## src/rtl/rot_step_seq.sv

```systemverilog
module rot_step_seq #(
  parameter int WIDTH = 8,
  parameter int CNT_W = 7
) (
  input  logic                  clk,
  input  logic                  rst_n,
  input  logic                  step_clk_i,
  input  logic                  clr_i,
  input  logic [3:0][WIDTH-1:0] val_i,
  output logic [3:0][WIDTH-1:0] fwd_o,
  output logic [3:0][WIDTH-1:0] fwd_n_o,
  output logic [3:0][WIDTH-1:0] rev_o,
  output logic [3:0][WIDTH-1:0] rev_n_o,
  output logic [CNT_W-3:0]      stair_o,
  output logic [CNT_W-3:0]      stair_n_o
);
  localparam int STAIR_W = CNT_W - 2;

  logic [2:0]       edge_sh;
  logic [1:0]       clr_sh;
  logic             adv, clr_s;
  logic [CNT_W-1:0] cnt;
  logic [1:0]       step;

  logic [3:0][WIDTH-1:0] fwd_d, rev_d;

  always_ff @(posedge clk or negedge rst_n)
    if (!rst_n) begin
      edge_sh <= '0;
      clr_sh  <= '0;
    end else begin
      edge_sh <= {edge_sh[1:0], step_clk_i};
      clr_sh  <= {clr_sh[0], clr_i};
    end

  assign adv   = edge_sh[1] & ~edge_sh[2];
  assign clr_s = clr_sh[1];

  always_ff @(posedge clk or negedge rst_n)
    if (!rst_n)     cnt <= '0;
    else if (clr_s) cnt <= '0;
    else if (adv)   cnt <= cnt + 1'b1;

  assign step = cnt[1:0];

  for (genvar k = 0; k < 4; k++) begin : g_lane
    localparam logic [1:0] FWD_BASE = 2'(k);
    localparam logic [1:0] REV_BASE = 2'(3 - k);
    logic [1:0] fi, ri;
    assign fi       = FWD_BASE + step;
    assign ri       = REV_BASE - step;
    assign fwd_d[k] = val_i[fi];
    assign rev_d[k] = val_i[ri];
  end

  always_ff @(posedge clk or negedge rst_n)
    if (!rst_n) begin
      fwd_o     <= '0;
      rev_o     <= '0;
      fwd_n_o   <= '1;
      rev_n_o   <= '1;
      stair_o   <= '0;
      stair_n_o <= '1;
    end else begin
      fwd_o     <= fwd_d;
      rev_o     <= rev_d;
      fwd_n_o   <= ~fwd_d;
      rev_n_o   <= ~rev_d;
      stair_o   <= cnt[CNT_W-1 -: STAIR_W];
      stair_n_o <= ~cnt[CNT_W-1 -: STAIR_W];
    end
endmodule

```

## config.mk

```make
export PLATFORM = sky130hd
export DESIGN_NAME = rot_step_seq
export DESIGN_NICKNAME = d
export VERILOG_FILES = /design/src/rtl/rot_step_seq.sv
export SDC_FILE = /design/constraint.sdc
export NUM_CORES = 1
export LEC_CHECK = 0
export ABC_CLOCK_PERIOD_IN_PS = 2100
export BUFFER_PORTS_ARGS = -buffer_cell sky130_fd_sc_hd__buf_2
export CORE_ASPECT_RATIO = 0.8
export CORE_UTILIZATION = 50
export DETAILED_ROUTE_END_ITERATION = 10
export PLACE_DENSITY = 0.77
export REMOVE_ABC_BUFFERS = 1
export SYNTH_ARGS = -nofsm -noshare
export SYNTH_HDL_FRONTEND = slang
export SYNTH_SLANG_ARGS = --single-unit
```

## constraint.sdc

```tcl
create_clock -name clk -period 2.1 [get_ports clk]
set_input_delay 0 -clock clk [delete_from_list [all_inputs] [get_ports clk]]
set_output_delay 0 -clock clk [all_outputs]
set_load 0.01 [all_outputs]
```

==> flow_metrics.env <==
export IMPL_die_h_microns=101
export IMPL_ys_warn_count=0
export IMPL_yosysTopAreaCellShare_pct=32.9
export IMPL_end_kind="flip-flop"
export IMPL_powerDensity_mw_per_mm2=936
export IMPL_crit_family="buffers and inverters"
export IMPL_h_tree_depth=4
export IMPL_post_dp_hpwl_microns=8850
export IMPL_gp_congestion=0.767
export IMPL_leakagePower_nw=3.75
export IMPL_crit_type="reg2reg"
export IMPL_crit_chain="ha_2 > buf_12 > mux2i_1 > nand2_1 > dlygate4sd3_1 > nand2_1"
export IMPL_die_w_microns=126
export IMPL_grt_start_max_net_pins=70
export IMPL_fmax_mhz=489
export IMPL_critical_path_slowest_cell="dlygate4sd3_1"
export IMPL_final_common_cell="buf_2"
export IMPL_antenna_found_initial=0
export IMPL_cts_buffer_depth=2
export IMPL_status="complete, no violations"
export IMPL_grtUsageTotal_pct=22.6
export IMPL_ios=174
export IMPL_fp_row_count=35
export IMPL_routed_wl_microns=13700
export IMPL_period_needed_ns=2.05
export IMPL_required_ns=2.45
export IMPL_syn_to_final_growth_pct=33.9
export IMPL_synthAdderAreaFrac_pct=0.203
export IMPL_final_antenna_net_count=0
export IMPL_multiInputGateArea_sq_mm=0.00212
export IMPL_synth_top_family_by_area="simple AND/OR/NAND/NOR gates"
export IMPL_dp_cells=800
export IMPL_io_buffers=173
export IMPL_cts_tree="built"
export IMPL_cp_arrival_ns=2.40
export IMPL_fin_worst_hold_slack_ns=0.0715
export IMPL_endpoint="fwd_n_o[25]$_DFF_PN1_"
export IMPL_cts_buffers=17
export IMPL_power_mw=7.73
export IMPL_avgRoutedWirePerCell_microns=15.5
export IMPL_synth_cells=497
export IMPL_clkLatencyLatePin_ns=0.41
export IMPL_drt_pre_antenna_iters=6
export IMPL_layout_common_cells="buf_2, nand2_1, dfrtp_1, dfstp_2, dlygate4sd3_1"
export IMPL_clkSinkCount=150
export IMPL_netlist_area_sq_mm=0.00616
export IMPL_reg2reg_from="cnt[1]$_DFFE_PN0P_"
export IMPL_fin_cells=881
export IMPL_max_stage_delay_ns=0.59
export IMPL_cts_root_buf="clkbuf_16"
export IMPL_n_fill_cell=821
export IMPL_yosys_area_share_simple_pct=13.7
export IMPL_drt_iter0_drc=252
export IMPL_overflow=0
export IMPL_coreArea_sq_mm=0.0118
export IMPL_fin_worst_skew_ns=0.00882
export IMPL_via_per_inst=5.01
export IMPL_die_area_sq_mm=0.0128
export IMPL_cpMostUsedCell="nand2_1"
export IMPL_cp_max_fo=24
export IMPL_synth_area_leaders="dfrtp_1, dfstp_2, mux2_4, nand2_1, mux2i_1"
export IMPL_drcViolationCount=0
export IMPL_grt_pass1_vias=4444
export IMPL_period_share_pct=97.4
export IMPL_avgSynthCellArea_sq_um=12.4
export IMPL_initial_utilization_pct=52.3
export IMPL_ff_latch_area_sq_mm=0.00384
export IMPL_vias=4411
export IMPL_relSlewSlack_pct=65.6
export IMPL_synth_largest_area_cell="dfrtp_1"
export IMPL_diodes=0
export IMPL_ir_drop_v=0.000714
export IMPL_seq_area_frac_synth_pct=62.3
export IMPL_cp_num_buf_inv=2
export IMPL_drive_gt1_share_pct=45.3
export IMPL_rsz0062_at_grt="true"
export IMPL_synth_cell_types=32
export IMPL_rr_endpoint="fwd_n_o[25]$_DFF_PN1_"
export IMPL_drv_cap=0
export IMPL_setup_viol=0
export IMPL_r2r_slack_ns=0.05
export IMPL_tightest_slew_ns=0.517
export IMPL_grt_pass1_wl_microns=21900
export IMPL_synth_xor_area_share_pct=0.142
export IMPL_finalHoldViolCount=0
export IMPL_synth_compound_area_share_pct=7.10
export IMPL_final_nets=757
export IMPL_drv_slew=0
export IMPL_clkTransAtPathRegs_ns=0.06
export IMPL_hold_path_class="in2async"
export IMPL_muxShareOfSynthArea_pct=13.1
export IMPL_worstSetupStartpointType="flip-flop"
export IMPL_crit_start="cnt[1]$_DFFE_PN0P_"
export IMPL_cp_depth=6
export IMPL_r2r_cells=6
export IMPL_ys_ff_latch=150
worst reg2reg max path, cell delays in order, from the launching register on:
cell and delay [ns]:
dfrtp_2 0.41, ha_2 0.37, buf_12 0.22, mux2i_1 0.25, nand2_1 0.09, dlygate4sd3_1 0.59
nand2_1 0.07
state kept, by name (all words and copies together), names as in the netlist:
signal     flops
rev_n_o       32
clr_sh         2
rev_o         32
edge_sh        3
fwd_o         32
stair_n_o      5
stair_o        5
fwd_n_o       32
cnt            7
how the worst min path moves through the flow:
stage / to / slack [ns]
after floorplan: clr_sh[0]$_DFF_PN0_ / -0.30
after global placement: stair_o[4]$_DFF_PN0_ / -0.07
after detailed placement: stair_o[4]$_DFF_PN0_ / -0.06
after CTS: stair_o[4]$_DFF_PN0_ / 0.09
after global routing: cnt[6]$_DFFE_PN0P_ / 0.1
final: cnt[4]$_DFFE_PN0P_ / 0.07
synthesized netlist by cell type, drive strengths merged:
cell type / n
a21oi: 3
nor2: 6
ha: 1
clkbuf: 11
or3: 2
o21a: 33
nand2b: 2
inv: 6
or2: 33
xnor2: 1
nand3: 2
nand2: 94
o21ai: 35
dfstp: 69
nand3b: 1
nor3: 2
mux2: 35
mux2i: 32
dfrtp: 81
buf: 16
nand4b: 1
and2: 31
where the power goes:
group          switching [mW]  internal, mW
registers              0.0891          3.29
clock network            1.14          1.96
logic                   0.679         0.566
per-stage QoR:
step | worst slack [ns] | util [%] | area (sq um) | TNS (ns)
6_report | 0.0536 | 70.0 | 8250 | 0
5_1_grt | -0.0505 | 70.0 | 8250 | -0.0996
2_1_floorplan | -1.78 | - | 5970 | -134.59
3_5_place_dp | 0.200 | 60.5 | 7120 | 0
3_3_place_gp | 0.246 | 60.5 | 7120 | 0
4_1_cts | 0.0237 | 69.9 | 8230 | 0
layer usage:
layer  routed length [microns]  up-vias  global-route usage [%]  share of wire [%]
li1                          -     2091                       -                  -
met2                      6800      142                    38.7                 50
met3                       975       16                    9.14                7.1
met1                      5720     2162                    26.7                 42
met4                       160        0                    6.39                1.2
met5                         0        -                       0                  0
layout make-up:
type                    instances  area share (%)
multi-input cells             314            25.7
inverters                       6           0.273
clock inverters                11            1.79
clock buffers                  21            5.70
well taps                     148            2.24
repair buffers                231            17.7
flip-flops and latches        150            46.6
cell families (layout without fill, tap and decap cells):
logic type               Yosys count  count (layout)
AO/OA/AOI/OAI                     71              71
XOR/XNOR                           1               1
adder cells (fa/ha/maj)            1               1
buffers and inverters             33             269
flip-flops                       150             150
multiplexers                      67              67
AND/OR/NAND/NOR                  174             174
repair_timing:
| item | in CTS | in global routing |
|---|---|---|
| hold buffers | 49 | 0 |
| gates resized for setup | 0 | 5 |
| setup buffers | 0 | 0 |
| hold endpoints to repair | 154 | 0 |
| endpoints found under the setup margin | 0 | 20 |
Power figures use the tool's default switching activity.
